**src/rtl/vlink_pkg.sv**
```systemverilog
package vlink_pkg;

   typedef enum logic {
      LM_RECV = 1'b0,
      LM_SEND = 1'b1
   } lmode_e;

   function automatic int unsigned lvl_width(input int unsigned depth);
      return (depth < 1) ? 1 : $clog2(depth + 1);
   endfunction

endpackage

```
**src/rtl/vlink_credit.sv**
```systemverilog
module vlink_credit #(
   parameter int unsigned DEPTH = 4
) (
   input  logic clk,
   input  logic rst_n,
   input  logic take,
   input  logic give,
   output logic has_credit
);
   localparam int unsigned CW = vlink_pkg::lvl_width(DEPTH);
   localparam logic [CW-1:0] FULL = CW'(DEPTH);

   if (DEPTH < 1) begin : g_bad_depth
      $error("vlink_credit: DEPTH must be at least 1");
   end

   logic [CW-1:0] level;

   always_ff @(posedge clk or negedge rst_n) begin
      if (!rst_n) begin
         level <= FULL;
      end else begin
         case ({take, give})
            2'b10:   level <= level - 1'b1;
            2'b01:   level <= level + 1'b1;
            default: level <= level;
         endcase
      end
   end

   assign has_credit = (level != '0);

   p_no_overflow_r3: assert property (@(posedge clk) disable iff (!rst_n)
      level <= FULL);
   p_take_backed_r3: assert property (@(posedge clk) disable iff (!rst_n)
      take |-> level != '0);
   p_give_room_r3: assert property (@(posedge clk) disable iff (!rst_n)
      (give && !take) |-> level < FULL);

endmodule

```
**src/rtl/vlink_token_fsm.sv**
```systemverilog
module vlink_token_fsm
   import vlink_pkg::*;
#(
   parameter bit HOME = 1'b0
) (
   input  logic   clk,
   input  logic   rst_n,
   input  logic   tok_in,
   input  logic   far_req,
   input  logic   pkt_open,
   input  logic   has_data,
   input  logic   eop_sent,
   output lmode_e mode,
   output logic   pass_now
);
   logic fresh;

   assign pass_now = (mode == LM_SEND) && !pkt_open && far_req
                     && !(fresh && has_data);

   always_ff @(posedge clk or negedge rst_n) begin
      if (!rst_n) begin
         mode  <= HOME ? LM_SEND : LM_RECV;
         fresh <= HOME;
      end else begin
         if (mode == LM_SEND && pass_now)
            mode <= LM_RECV;
         else if (mode == LM_RECV && tok_in)
            mode <= LM_SEND;
         if (tok_in)
            fresh <= 1'b1;
         else if (eop_sent || pass_now)
            fresh <= 1'b0;
      end
   end

   p_pass_needs_req_r5: assert property (@(posedge clk) disable iff (!rst_n)
      pass_now |-> far_req);
   p_keep_token_r5: assert property (@(posedge clk) disable iff (!rst_n)
      (mode == LM_SEND && !far_req) |=> mode == LM_SEND);
   p_pass_to_recv_r6: assert property (@(posedge clk) disable iff (!rst_n)
      pass_now |=> mode == LM_RECV);
   p_tok_to_send_r6: assert property (@(posedge clk) disable iff (!rst_n)
      tok_in |=> mode == LM_SEND);
   p_tok_only_listener_r6: assert property (@(posedge clk) disable iff (!rst_n)
      tok_in |-> mode == LM_RECV);
   p_no_pass_open_r4: assert property (@(posedge clk) disable iff (!rst_n)
      pkt_open |-> !pass_now);

endmodule

```
**src/rtl/vlink_end.sv**
```systemverilog
module vlink_end
   import vlink_pkg::*;
#(
   parameter int unsigned DATA_W = 16,
   parameter int unsigned DEPTH  = 4,
   parameter bit          HOME   = 1'b0
) (
   input  logic              clk,
   input  logic              rst_n,
   input  logic              src_valid,
   input  logic [DATA_W-1:0] src_flit,
   input  logic              src_eop,
   output logic              src_pop,
   input  logic              cred_ret,
   input  logic              tok_in,
   input  logic              far_req,
   output logic              tok_out,
   output logic              req_out,
   output logic              oe,
   output logic              holding,
   output logic              tx_valid,
   output logic [DATA_W-1:0] tx_flit,
   output logic              tx_eop,
   input  logic              bus_valid,
   input  logic [DATA_W-1:0] bus_flit,
   input  logic              bus_eop,
   output logic              rx_valid,
   output logic [DATA_W-1:0] rx_flit,
   output logic              rx_eop
);
   lmode_e mode;
   logic   pass_now;
   logic   has_credit;
   logic   pkt_open;
   logic   send_ok;

   vlink_token_fsm #(.HOME(HOME)) u_fsm (
      .clk      (clk),
      .rst_n    (rst_n),
      .tok_in   (tok_in),
      .far_req  (far_req),
      .pkt_open (pkt_open),
      .has_data (src_valid),
      .eop_sent (send_ok && src_eop),
      .mode     (mode),
      .pass_now (pass_now)
   );

   vlink_credit #(.DEPTH(DEPTH)) u_cred (
      .clk        (clk),
      .rst_n      (rst_n),
      .take       (send_ok),
      .give       (cred_ret),
      .has_credit (has_credit)
   );

   always_comb begin
      oe       = (mode == LM_SEND) && !pass_now;
      send_ok  = oe && src_valid && has_credit;
      src_pop  = send_ok;
      tx_valid = send_ok;
      tx_flit  = send_ok ? src_flit : '0;
      tx_eop   = send_ok && src_eop;
      tok_out  = pass_now;
      holding  = (mode == LM_SEND);
      req_out  = src_valid && (mode == LM_RECV);
      rx_valid = (mode == LM_RECV) && bus_valid;
      rx_flit  = (mode == LM_RECV) ? bus_flit : '0;
      rx_eop   = (mode == LM_RECV) && bus_eop;
   end

   always_ff @(posedge clk or negedge rst_n) begin
      if (!rst_n)
         pkt_open <= 1'b0;
      else if (send_ok)
         pkt_open <= !src_eop;
   end

   p_release_on_pass_r6: assert property (@(posedge clk) disable iff (!rst_n)
      tok_out |-> !oe);
   p_whole_packet_r4: assert property (@(posedge clk) disable iff (!rst_n)
      tok_out |-> !pkt_open);
   p_req_not_holder_r7: assert property (@(posedge clk) disable iff (!rst_n)
      req_out |-> !holding);
   p_pop_has_flit_r3: assert property (@(posedge clk) disable iff (!rst_n)
      src_pop |-> src_valid);
   p_listener_quiet_r2: assert property (@(posedge clk) disable iff (!rst_n)
      !holding |-> !oe && !tx_valid);

endmodule

```
**src/rtl/vlink_duplex.sv**
```systemverilog
module vlink_duplex #(
   parameter int unsigned DATA_W = 16,
   parameter int unsigned DEPTH  = 4,
   parameter int unsigned HOME   = 0
) (
   input  logic                   clk,
   input  logic                   rst_n,
   input  logic [1:0]             src_valid,
   input  logic [1:0][DATA_W-1:0] src_flit,
   input  logic [1:0]             src_eop,
   output logic [1:0]             src_pop,
   output logic [1:0]             snk_valid,
   output logic [1:0][DATA_W-1:0] snk_flit,
   output logic [1:0]             snk_eop,
   input  logic [1:0]             snk_credit,
   output logic [1:0]             link_req,
   output logic [1:0]             link_tok,
   output logic [1:0]             link_oe,
   output logic [1:0]             holds_token
);
   if (HOME > 1) begin : g_bad_home
      $error("vlink_duplex: HOME selects end 0 or end 1");
   end
   if (DATA_W < 1) begin : g_bad_width
      $error("vlink_duplex: DATA_W must be at least 1");
   end

   logic [1:0]             tx_valid;
   logic [1:0][DATA_W-1:0] tx_flit;
   logic [1:0]             tx_eop;
   logic                   bus_valid;
   logic [DATA_W-1:0]      bus_flit;
   logic                   bus_eop;

   // shared wires: each end's contribution is zero unless it drives
   assign bus_valid = |tx_valid;
   assign bus_flit  = tx_flit[0] | tx_flit[1];
   assign bus_eop   = |tx_eop;

   for (genvar g = 0; g < 2; g++) begin : g_end
      localparam bit IS_HOME = (g == HOME);
      vlink_end #(
         .DATA_W (DATA_W),
         .DEPTH  (DEPTH),
         .HOME   (IS_HOME)
      ) u_end (
         .clk       (clk),
         .rst_n     (rst_n),
         .src_valid (src_valid[g]),
         .src_flit  (src_flit[g]),
         .src_eop   (src_eop[g]),
         .src_pop   (src_pop[g]),
         .cred_ret  (snk_credit[1-g]),
         .tok_in    (link_tok[1-g]),
         .far_req   (link_req[1-g]),
         .tok_out   (link_tok[g]),
         .req_out   (link_req[g]),
         .oe        (link_oe[g]),
         .holding   (holds_token[g]),
         .tx_valid  (tx_valid[g]),
         .tx_flit   (tx_flit[g]),
         .tx_eop    (tx_eop[g]),
         .bus_valid (bus_valid),
         .bus_flit  (bus_flit),
         .bus_eop   (bus_eop),
         .rx_valid  (snk_valid[g]),
         .rx_flit   (snk_flit[g]),
         .rx_eop    (snk_eop[g])
      );
   end

   p_single_driver_r2: assert property (@(posedge clk) disable iff (!rst_n)
      !(link_oe[0] && link_oe[1]));
   p_one_holder_r1: assert property (@(posedge clk) disable iff (!rst_n)
      $countones(holds_token) == 1);
   p_deliver_0to1_r8: assert property (@(posedge clk) disable iff (!rst_n)
      src_pop[0] |-> snk_valid[1] && snk_flit[1] == src_flit[0] && snk_eop[1] == src_eop[0]);
   p_deliver_1to0_r8: assert property (@(posedge clk) disable iff (!rst_n)
      src_pop[1] |-> snk_valid[0] && snk_flit[0] == src_flit[1] && snk_eop[0] == src_eop[1]);
   p_handoff_lands_r6: assert property (@(posedge clk) disable iff (!rst_n)
      link_tok[0] |=> holds_token[1]);

endmodule

```
**config.mk**
```make
export PLATFORM = sky130hd
export DESIGN_NAME = vlink_duplex
export DESIGN_NICKNAME = d
export VERILOG_FILES = /design/src/rtl/vlink_pkg.sv /design/src/rtl/vlink_credit.sv /design/src/rtl/vlink_token_fsm.sv /design/src/rtl/vlink_end.sv /design/src/rtl/vlink_duplex.sv
export SDC_FILE = /design/constraint.sdc
export NUM_CORES = 1
export LEC_CHECK = 0
export BUFFER_PORTS_ARGS = -buffer_cell sky130_fd_sc_hd__buf_2
export CAP_MARGIN = 20
export CORE_UTILIZATION = 30
export DETAILED_ROUTE_END_ITERATION = 8
export PLACE_DENSITY = 0.68
export SYNTH_ARGS = -nofsm -noshare
export SYNTH_HDL_FRONTEND = slang
export SYNTH_SLANG_ARGS = --single-unit
export TNS_END_PERCENT = 100
```
**constraint.sdc**
```tcl
create_clock -name clk -period 2.05 [get_ports clk]
set_input_delay 0.205 -clock clk [delete_from_list [all_inputs] [get_ports clk]]
set_output_delay 0.205 -clock clk [all_outputs]
set_load 0.005 [all_outputs]
```
==> results by group <==
Finish
  – Share of layout cells above drive strength 1: 0.608
  – Area delta synth->final: 56.1%
  – Final Util: 0.508
  – Antenna cells: 0
  – Final nets: roughly 240
  – Final std cells w/o fill: between 200 and 250
  – Final Cell Area: 1590 um^2

Logic synthesis
  – Mapped Avg Cell Area: 9.43 um^2
  – Synth area leader: and2_1
  – Sequential-to-total area share from yosys stat: 0.300
  – Synthesized area: 1020 um^2
  – Top-count cell post-synth: and2_1
  – Post-Synthesis Net Count: approximately 150
  – Post-synthesis cell type count: 26
  – Main flop type after synthesis: dfrtp_1
  – Area share of the largest cell type after synthesis: 0.215
  – Synth warn: 0
  – Post-Syn Instances: 108
  – Post-synth top cells: 35 x and2_1, 14 x buf_4, 8 x dfrtp_1
  – FFs w/ async S/R, synth: 1.00
  – Synth top area cells: and2_1 21%, dfrtp_1 20%, buf_4 10%, dfstp_2 10%, a211oi_4 3.9%
  – FF+latch count, synth: 12
  – Post-synth EDFFs: 0

Timing
  – WHS: 96.0 ps
  – Setup violators final: 0
  – Slew Viols, Final: 0
  – Final setup TNS: 0 ps
  – Clock Skew: around 3.0 ps
  – Final period util: 0.982
  – Final Critical Period: between 2000 and 2500 ps
  – RSZ-0062 raised after global routing: true
  – Final Hold Violating Endpoints: 0
  – Post-route setup slack: roughly 37 ps
  – Least-Margin Pin Slew: between 200 and 300 ps
  – Relative slew slack: 0.816
  – Fmax: roughly 0.5 GHz

Route
  – Final WL: around 2500 um
  – Post-route ant nets: 0
  – Vias per cell: ~4.1
  – 1st-iter DRT viols: 25
  – Wire per inst: between 10 and 15 um
  – Number of remaining DRC errors: 0
  – Router iterations before antenna repair: 4
  – Vias: 989

Global routing
  – Remaining global-route overflow: 0
  – Initial antenna violation count: 0
  – First-pass GRT wire length: 3370 um
  – Pin count of the biggest net entering global routing: 18
  – Number of global-route vias before repair: between 800 and 900
  – Tot GR Track Use: 0.128

Power
  – PwrDens: 518 nW/um^2
  – Pwr Total: 0.823 mW
  – P_leak: about 0.93 nW
  – Peak VDD IR: 323 uV

Critical path
  – Delay-heaviest family, CP: flip-flops
  – CP required: 2210 ps
  – Max stage delay on crit path: 580 ps
  – Critical path endpoint category: register
  – Startpoint types: register
  – Critical Path Fanout Max: 4
  – Worst path cell trace: and2b_1 -> a21oi_2 -> inv_2 -> ha_2 -> inv_1 -> fa_1 -> mux2_2
  – CP Class: register to register
  – Crit path buffers/inverters: 2
  – Arrival time at the worst endpoint: approximately 2200 ps
  – Crit-path slowest cell: dfstp_2

Die
  – Row count: 20
  – # IOs: 86
  – Initial core utilization: 0.326
  – Core area: approximately 3100 um^2
  – Die ar.: 3630 um^2
  – Die Wd: 60.3 um
  – Die height: between 60 and 70 um

Clocking
  – Clock-pin slew on the worst setup and hold paths: roughly 80 ps
  – Num Clock Sinks: 12
  – Number of H-tree branching levels: 1
  – CTS Buffer Depth: 2
  – Cts bufs inserted: 3
  – CTS tree: yes
  – CTS Root Cell: clkbuf_4
  – Clock Latency Late Sink: approximately 270 ps

Status
  – Outcome: complete, no violations

Min path
  – Worst hold path type: input pin to register

Job
  – Total of max-cap violations: 0

Placed design
  – Placer Congestion: between 0.7 and 0.8
  – Pre-CTS WS: ~14 ps
  – Port-buffer cells: 85
  – Post-DP Area: approximately 1500 um^2
  – Post-DP HPWL: about 2100 um
  – Post-placement cell count: about 230
[repair_timing]
action / in CTS / in global routing
resized for setup: 0 / 3
buffers inserted: 2 / 3
setup endpoints to repair: 33 / 20
gates cloned: 0 / 0
pin swaps: 2 / 1
hold buffers: 1 / 0
endpoints found under the hold margin: 8 / 0
[state kept, by name, indices dropped and copies added (netlist names)]
signal                    flops
g_end.u_end.pkt_open          2
g_end.u_end.u_fsm.mode        2
g_end.u_end.u_cred.level      6
g_end.u_end.u_fsm.fresh       2
[layout make-up]
class                           count  area, um^2
Clock buffer                        4        36.3
Fill cell                         314        1540
Inverter                            7        26.3
Multi-Input combinational cell     73         592
Sequential cell                    12         305
Tap cell                           44        55.1
Timing Repair Buffer              103         576
[layer usage]
| layer | vias up | part of all wire | global-route usage |
|---|---|---|---|
| met5 | - | 0 | 0 |
| met4 | 0 | 0.0056 | 0.0565 |
| met3 | 2 | 0.092 | 0.0325 |
| met2 | 43 | 0.51 | 0.237 |
| met1 | 430 | 0.39 | 0.133 |
| li1 | 514 | - | - |
[final timing paths]
path | startpoint | endpoint | slack [ps] | depth (start not counted)
hold / removal | src_eop[0] | g_end[0].u_end.u_fsm.fresh | 100 | 2
setup reg to reg | g_end[0].u_end.u_fsm.mode | g_end[1].u_end.u_cred.level[1] | 40 | 7
setup / recovery | g_end[0].u_end.u_fsm.mode | g_end[1].u_end.u_cred.level[1] | 40 | 7
hold reg to reg | g_end[1].u_end.pkt_open | g_end[1].u_end.pkt_open | 490 | 2
max in group asynchronous | rst_n | g_end[0].u_end.u_fsm.fresh | 1430 | 2
min in group asynchronous | rst_n | g_end[1].u_end.u_fsm.fresh | 340 | 2
[cells in the final DEF, fill, tap and decap left out, types with 2 or more instances in the layout]
| master | instances |
|---|---|
| and3_1 | 2 |
| dfstp_2 | 4 |
| nand2_1 | 3 |
| o311ai_4 | 2 |
| dfrtp_1 | 8 |
| o21ai_0 | 2 |
| buf_2 | 85 |
| buf_4 | 16 |
| mux2_2 | 2 |
| a21oi_1 | 2 |
| a211oi_4 | 2 |
| and2_1 | 35 |
| clkbuf_4 | 3 |
| xnor2_1 | 2 |
| a21o_1 | 2 |
| fa_1 | 2 |
| inv_1 | 6 |
| a21oi_2 | 2 |
| xor2_1 | 4 |
| nor2_1 | 2 |
[kinds of logic (layout without fill, tap and decap cells)]
family | count (synthesis) | after routing | synth area share
AND/OR/NAND/NOR | 45 | 45 | 0.264
buffers and inverters | 23 | 114 | 0.151
XOR/XNOR | 6 | 6 | 0.0516
multiplexers | 3 | 3 | 0.0319
adder cells (fa/ha/maj) | 4 | 4 | 0.0639
flip-flops | 12 | 12 | 0.300
AO/OA/AOI/OAI | 15 | 15 | 0.138
[power by group]
group	internal, mW	switching (mW)
logic	0.144	0.0980
clock network	0.108	0.0791
registers	0.317	0.0779
total	0.568	0.255
No activity file was read; power rests on OpenSTA's default activity.
